--- config.mk ---
export PLATFORM = sky130hd
export DESIGN_NAME = rst_cause_hub
export DESIGN_NICKNAME = d
export VERILOG_FILES = /design/src/rtl/rst_hub_pkg.sv /design/src/rtl/rst_pin_filter.sv /design/src/rtl/rst_hold_stretch.sv /design/src/rtl/rst_cause_reg.sv /design/src/rtl/rst_cause_hub.sv
export SDC_FILE = /design/constraint.sdc
export NUM_CORES = 1
export LEC_CHECK = 0
export BUFFER_PORTS_ARGS = -buffer_cell sky130_fd_sc_hd__buf_2
export CORE_ASPECT_RATIO = 1.25
export CORE_UTILIZATION = 46
export CTS_CLUSTER_DIAMETER = 50
export CTS_CLUSTER_SIZE = 28
export DETAILED_ROUTE_END_ITERATION = 8
export PLACE_DENSITY = 0.92
export SLEW_MARGIN = 20
export SYNTH_ARGS = -nofsm -noshare
export SYNTH_HDL_FRONTEND = slang
export SYNTH_SLANG_ARGS = --single-unit
--- constraint.sdc ---
create_clock -name clk -period 4.02 [get_ports clk]
set_input_delay 0.402 -clock clk [delete_from_list [all_inputs] [get_ports clk]]
set_output_delay 0.402 -clock clk [all_outputs]
set_load 0.05 [all_outputs]
--- src/rtl/rst_hub_pkg.sv ---
package rst_hub_pkg;
   localparam int CAUSE_W = 9;
   localparam int B_POR   = 0;
   localparam int B_BOR   = 1;
   localparam int B_IDLE  = 2;
   localparam int B_WDT   = 3;
   localparam int B_SWR   = 4;
   localparam int B_MCLR  = 5;
   localparam int B_CFG   = 6;
   localparam int B_ILL   = 7;
   localparam int B_TRAP  = 8;

   typedef logic [CAUSE_W-1:0] cause_t;
endpackage

--- src/rtl/rst_pin_filter.sv ---
module rst_pin_filter #(
   parameter int FILT_LEN = 4
) (
   input  logic clk,
   input  logic rst_a,
   input  logic pin_n,
   output logic req
);
   localparam int CW = (FILT_LEN < 2) ? 1 : $clog2(FILT_LEN + 1);

   if (FILT_LEN < 1) begin : g_bad_len
      $error("rst_pin_filter: FILT_LEN must be at least 1");
   end

   if (FILT_LEN == 1) begin : g_single
      logic low_q;
      always_ff @(posedge clk or posedge rst_a) begin
         if (rst_a) low_q <= 1'b0;
         else       low_q <= ~pin_n;
      end
      assign req = low_q;
   end else begin : g_count
      logic [CW-1:0] cnt_q;
      always_ff @(posedge clk or posedge rst_a) begin
         if (rst_a)                         cnt_q <= '0;
         else if (pin_n)                    cnt_q <= '0;
         else if (cnt_q != CW'(FILT_LEN))   cnt_q <= cnt_q + 1'b1;
      end
      assign req = (cnt_q == CW'(FILT_LEN));
   end
endmodule

--- src/rtl/rst_hold_stretch.sv ---
module rst_hold_stretch #(
   parameter int HOLD_CYC = 16
) (
   input  logic clk,
   input  logic rst_a,
   input  logic src_any,
   output logic rst_out
);
   localparam int HW = $clog2(HOLD_CYC + 1);

   if (HOLD_CYC < 1) begin : g_bad_hold
      $error("rst_hold_stretch: HOLD_CYC must be at least 1");
   end

   logic [HW-1:0] left_q;

   always_ff @(posedge clk or posedge rst_a) begin
      if (rst_a)               left_q <= HW'(HOLD_CYC);
      else if (src_any)        left_q <= HW'(HOLD_CYC);
      else if (left_q != '0)   left_q <= left_q - 1'b1;
   end

   assign rst_out = src_any | (left_q != '0);
endmodule

--- src/rtl/rst_cause_reg.sv ---
module rst_cause_reg
   import rst_hub_pkg::*;
(
   input  logic   clk,
   input  logic   rst_a,
   input  cause_t ev,
   input  logic   wr,
   input  cause_t wdata,
   output cause_t q
);
   for (genvar i = 0; i < CAUSE_W; i++) begin : g_bit
      if (i == B_IDLE) begin : g_fixed
         logic unused_idle;
         assign unused_idle = ev[i] ^ wdata[i];
         assign q[i] = 1'b0;
      end else begin : g_flag
         always_ff @(posedge clk or posedge rst_a) begin
            if (rst_a) q[i] <= (i == B_POR);
            else       q[i] <= (wr ? wdata[i] : q[i]) | ev[i];
         end
      end
   end
endmodule

--- src/rtl/rst_cause_hub.sv ---
module rst_cause_hub
   import rst_hub_pkg::*;
#(
   parameter int DATA_W   = 16,
   parameter int FILT_LEN = 4,
   parameter int HOLD_CYC = 16
) (
   input  logic              clk,
   input  logic              por_evt,
   input  logic              bor_evt,
   input  logic              mclr_pin_n,
   input  logic              swr_strobe,
   input  logic              wdt_expire,
   input  logic              cfg_mismatch,
   input  logic              trap_conflict,
   input  logic              illegal_opcode,
   input  logic              uninit_wreg,
   input  logic              security_viol,
   input  logic              bus_wr,
   input  logic [DATA_W-1:0] bus_wdata,
   output logic [DATA_W-1:0] bus_rdata,
   output logic              sys_rst
);
   if (DATA_W < CAUSE_W) begin : g_bad_width
      $error("rst_cause_hub: DATA_W must hold all cause flags");
   end

   logic   mclr_req;
   cause_t ev;
   cause_t cause_q;
   logic   src_any;

   rst_pin_filter #(.FILT_LEN(FILT_LEN)) u_filt (
      .clk   (clk),
      .rst_a (por_evt),
      .pin_n (mclr_pin_n),
      .req   (mclr_req)
   );

   always_comb begin
      ev         = '0;
      ev[B_BOR]  = bor_evt;
      ev[B_WDT]  = wdt_expire;
      ev[B_SWR]  = swr_strobe;
      ev[B_MCLR] = mclr_req;
      ev[B_CFG]  = cfg_mismatch;
      ev[B_ILL]  = illegal_opcode | uninit_wreg | security_viol;
      ev[B_TRAP] = trap_conflict;
   end

   assign src_any = |ev;

   rst_hold_stretch #(.HOLD_CYC(HOLD_CYC)) u_hold (
      .clk     (clk),
      .rst_a   (por_evt),
      .src_any (src_any),
      .rst_out (sys_rst)
   );

   rst_cause_reg u_cause (
      .clk   (clk),
      .rst_a (por_evt),
      .ev    (ev),
      .wr    (bus_wr),
      .wdata (bus_wdata[CAUSE_W-1:0]),
      .q     (cause_q)
   );

   if (DATA_W > CAUSE_W) begin : g_pad
      logic unused_hi;
      assign unused_hi = ^bus_wdata[DATA_W-1:CAUSE_W];
      assign bus_rdata = {{(DATA_W-CAUSE_W){1'b0}}, cause_q};
   end else begin : g_exact
      assign bus_rdata = cause_q;
   end
endmodule

== After elaboration in Yosys (flattened, before gate mapping) ==
Index checks and enable logic that the tools add are counted.

* Output and inout port bits: 17
* Word-level logic and storage cells: 39
* Input bits: 28
* Register bits after elaboration: 16

* Reduce and logical (&&, ||, !) cells: 4
* $add $sub $neg: 2
* Multiplexer cells: 11
* Equal/unequal tests: 2
* Bitwise gates (word level): 10

{| class="wikitable"
|+ Operator list
! cell !! count
|-
| two-way mux 5 bit || 2
|-
| bitwise OR 1 bit || 10
|-
| two-way mux 1 bit || 7
|-
| OR reduction 7 bit || 1
|-
| two-way mux 3 bit || 2
|-
| nonzero test 5 bit || 1
|-
| subtractor 5 x 1 -> 5 bit, second input constant || 1
|-
| nonzero test 2 bit || 2
|-
| adder 3 x 1 -> 3 bit, second input constant || 1
|-
| == test 3 bit, second input constant || 1
|-
| inequality test 3 bit, second input constant || 1
|}

== Depth between registers and ports, before layout ==
* Depth after elaboration: 4
* Depth in mapped cells: 6
* Mapped depth without buffers: 5

== Cells and area by module ==
Synthesis repeated with hierarchy kept, for this count alone.

* Cell total of the unflattened synthesis: 84
* Area, all modules: 875.8 µm²

{| class="wikitable"
|+ Modules (own cells, without submodules)
! module !! area each (µm²) !! sequential area each (µm²) !! cells each !! instances
|-
| rst_cause_reg || 355.3 || 201.4 || 28 || 1
|-
| rst_hold_stretch || 262.8 || 126.4 || 27 || 1
|-
| rst_pin_filter || 180.2 || 75.1 || 18 || 1
|-
| rst_cause_hub || 77.6 || 0.0 || 11 || 1
|}

== Least setup slack after synthesis ==
No wires, ideal clock.

* Path kind: flip-flop to output port
* Start: register u_hold.left_q[0]
* End: output port sys_rst
* Data arrival time: 1.614 ns
* Required time: 3.618 ns
* Path buffers: 1
* Cell stages (with the launch flop): 6
* Path slack: 2.004 ns
* Path through: dfrtp_1 inv_1 ha_1 or4b_1 buf_2 or2_1

* Word-level cells in the longest chain between the ends: 2

{| class="wikitable"
|+ Ends and longest elaborated chain
! element !! RTL line !! source
|-
| start: declaration || rst_hold_stretch.sv:15 || <nowiki>logic [HW-1:0] left_q;</nowiki>
|-
| start signal: assignment || rst_hold_stretch.sv:18 || <nowiki>if (rst_a) left_q <= HW'(HOLD_CYC);</nowiki>
|-
| start signal: assignment || rst_hold_stretch.sv:19 || <nowiki>else if (src_any) left_q <= HW'(HOLD_CYC);</nowiki>
|-
| start signal: assignment || rst_hold_stretch.sv:20 || <nowiki>else if (left_q != '0) left_q <= left_q - 1'b1;</nowiki>
|-
| nonzero test 5 bit || rst_hold_stretch.sv:23 || <nowiki>assign rst_out = src_any | (left_q != '0);</nowiki>
|-
| bitwise OR 1 bit || rst_hold_stretch.sv:23 ||
|-
| end: declaration || rst_cause_hub.sv:22 || <nowiki>output logic sys_rst</nowiki>
|}

Every way passes these cells.

== Worst setup path after layout ==
Same ends and word-level chain as after synthesis.

==> flow_summary.json <==
{
  "dp_slack_ns": 1.88,
  "viasPerCell": 4.93,
  "report.power.total_w": 0.000364,
  "yosysWarningCount": 0,
  "wl_per_cell_um": 11.2,
  "htree_num_levels": 1,
  "postCtsHoldBufs": 0,
  "antenna_found_initial": 0,
  "drc": 0,
  "setup_viol": 0,
  "power.leakage_nw": 0.487,
  "drt.antenna.violating_nets": 0,
  "fin_setup_tns_ns": 0,
  "max_stage_delay_ns": 0.57,
  "drv_cap": 0,
  "synth.distinct_cells": 25,
  "syn-instance-count": 81,
  "cts_sinks": 16,
  "drt-pass1-iter-count": 4,
  "area_growth_pct": 18.8,
  "clk_path_buf_depth": 2,
  "dieHeight_um": 49.3,
  "fin_crit_sh": 0.604,
  "cp_slowest_cell": "or4b_1",
  "drv_slew": 0,
  "rr_worst_depth": 5,
  "cts_buffers": 3,
  "gr-total-overflow": 0,
  "grt_use_total": 0.182,
  "cp_max_fo": 5,
  "hold_path_class": "in2async",
  "syn_area_um2": 823,
  "clk_pin_slew_ns": 0.09,
  "worstSetupStartpoint": "u_hold.left_q[0]",
  "cts_resized": 0,
  "grt_max_degree": 17,
  "r2r-start": "u_hold.left_q[0]",
  "die_area_mm2": 0.00196,
  "grt_pass1_vias": 649,
  "status": "finished clean",
  "end_kind": "output port",
  "rrSetupSlack_ns": 2.37,
  "critPathBufInv": 2,
  "powerDensity_mw_per_mm2": 372,
  "syn_area_per_cell_um2": 10.2,
  "antenna_cells": 0,
  "ys_seq_area_frac": 0.489,
  "drt-initial-drc-count": 13,
  "irDropWorstVdd_mv": 0.210,
  "cts_root_buffer": "clkbuf_4",
  "synth_seq_cells": 16,
  "n_fill_cell": 135,
  "routed-via-count": 631,
  "io_pins": 45,
  "cp_cell_sequence": "inv_1 > ha_1 > or4b_1 > or2_1 > buf_2",
  "initial_core_util": 0.508,
  "die_x_um": 39.8,
  "placed_area_um2": 942,
  "cp.required_ns": 3.62,
  "gp_congestion": 0.758,
  "min_period_ns": 2.43,
  "io_buffers": 28,
  "dp_hpwl_mm": 1.16,
  "final_cell_mix": "buf_2 (28), dfrtp_1 (14), conb_1 (8)",
  "fin_ws_ns": 1.59,
  "totalWireLength_mm": 1.44,
  "post_cts_buffers": 0,
  "rsz0062_at_grt": "false",
  "fin_worst_skew_ns": 0.00591,
  "core_mm2": 0.00162,
  "fin_nets": 142,
  "layout.cells.most_common": "buf_2",
  "critPathLaunchType": "register",
  "critPathArrivalTime_ns": 2.03,
  "grt_pass1_wl_mm": 2.54,
  "final_hold_viol_count": 0,
  "worst_slew_pin_slew_ns": 0.559,
  "r2r_end": "u_hold.left_q[0]",
  "postLayoutCellArea_um2": 978,
  "clock.fmax_mhz": 412,
  "rows": 16,
  "fin_util": 0.603,
  "path_class": "reg2out",
  "drive_gt1_frac": 0.318,
  "tritoncts": "built",
  "critical-path-top-delay-family": "simple AND/OR/NAND/NOR gates",
  "clk-insertion-delay-late_ns": 0.27,
  "max_slew_margin": 0.627
}
## worst max-delay path by stage
stage	end	cells past startpoint	slack, ns
floorplan	sys_rst	5	2.00
global placement	sys_rst	5	1.95
detailed placement	sys_rst	5	1.88
CTS	sys_rst	5	1.57
global route	sys_rst	5	1.47
finish	sys_rst	5	1.59
## worst register-to-register path, stage by stage (launching register included)
cell and delay [ns]:
dfrtp_1 0.41, inv_1 0.07, ha_1 0.23, or4b_1 0.57, xnor2_1 0.19, nor2_1 0.05
## report_power, final
part	total, W	internal [W]	switching (W)
Combinational	0.0000838	0.0000237	0.0000601
Clock	0.000102	0.0000550	0.0000467
Sequential	0.000178	0.000172	0.00000659
## flip-flops by register name, summed over array words and instances, names as in the netlist
signal / count
u_cause.q: 8
u_hold.left_q: 5
u_filt.g_count.cnt_q: 3
## kinds of logic after synthesis
family	count (synthesis)	share of synthesized area
other cells	1	0.00455
compound gates	10	0.0957
flops	16	0.489
simple gates	31	0.198
fa+ha+maj	3	0.0456
buf+inv	15	0.108
xor+xnor	2	0.0213
mux	3	0.0380
## cell type report
| type | instances | area (um2) | area share |
|---|---|---|---|
| flip-flops and latches | 16 | 403 | 0.412 |
| multi-input cells | 57 | 358 | 0.366 |
| repair buffers | 28 | 140 | 0.143 |
| clock buffers | 4 | 36.3 | 0.0371 |
| well taps | 18 | 22.5 | 0.0230 |
| inverters | 5 | 18.8 | 0.0192 |
## Yosys cell counts
cell / number / share of area
a211o_1: 5 / 0.053
a211oi_2: 1 / 0.015
a21o_1: 1 / 0.0091
a21oi_1: 3 / 0.018
buf_2: 2 / 0.012
buf_4: 8 / 0.073
conb_1: 1 / 0.0046
dfrtp_1: 14 / 0.43
dfstp_2: 2 / 0.064
ha_1: 3 / 0.046
inv_1: 5 / 0.023
mux2_1: 1 / 0.014
mux2i_1: 2 / 0.024
nand2_1: 6 / 0.027
nand2b_1: 2 / 0.015
nand3_1: 1 / 0.0061
nand3b_1: 2 / 0.018
nand4_1: 1 / 0.0076
nor2_1: 7 / 0.032
nor2b_1: 5 / 0.038
nor3_1: 4 / 0.024
or2_1: 1 / 0.0076
or2b_1: 1 / 0.0091
or4b_1: 1 / 0.012
xnor2_1: 2 / 0.021
## through the flow
step	hold slack [ns]	instances
floorplan	0.314	88
global placement	0.475	124
detailed placement	0.481	124
CTS	0.181	128
global route	0.210	128
finish	0.159	128
## routing by layer
metal | up-vias | wire length, um | GRT usage | share of wire
met5 | - | 0 | 0 | 0
li1 | 312 | - | - | -
met1 | 296 | 571 | 0.213 | 0.40
met2 | 23 | 815 | 0.328 | 0.57
met3 | 0 | 52 | 0.0274 | 0.036
met4 | 0 | 0 | 0.0402 | 0
No activity file was read; power rests on OpenSTA's default activity.
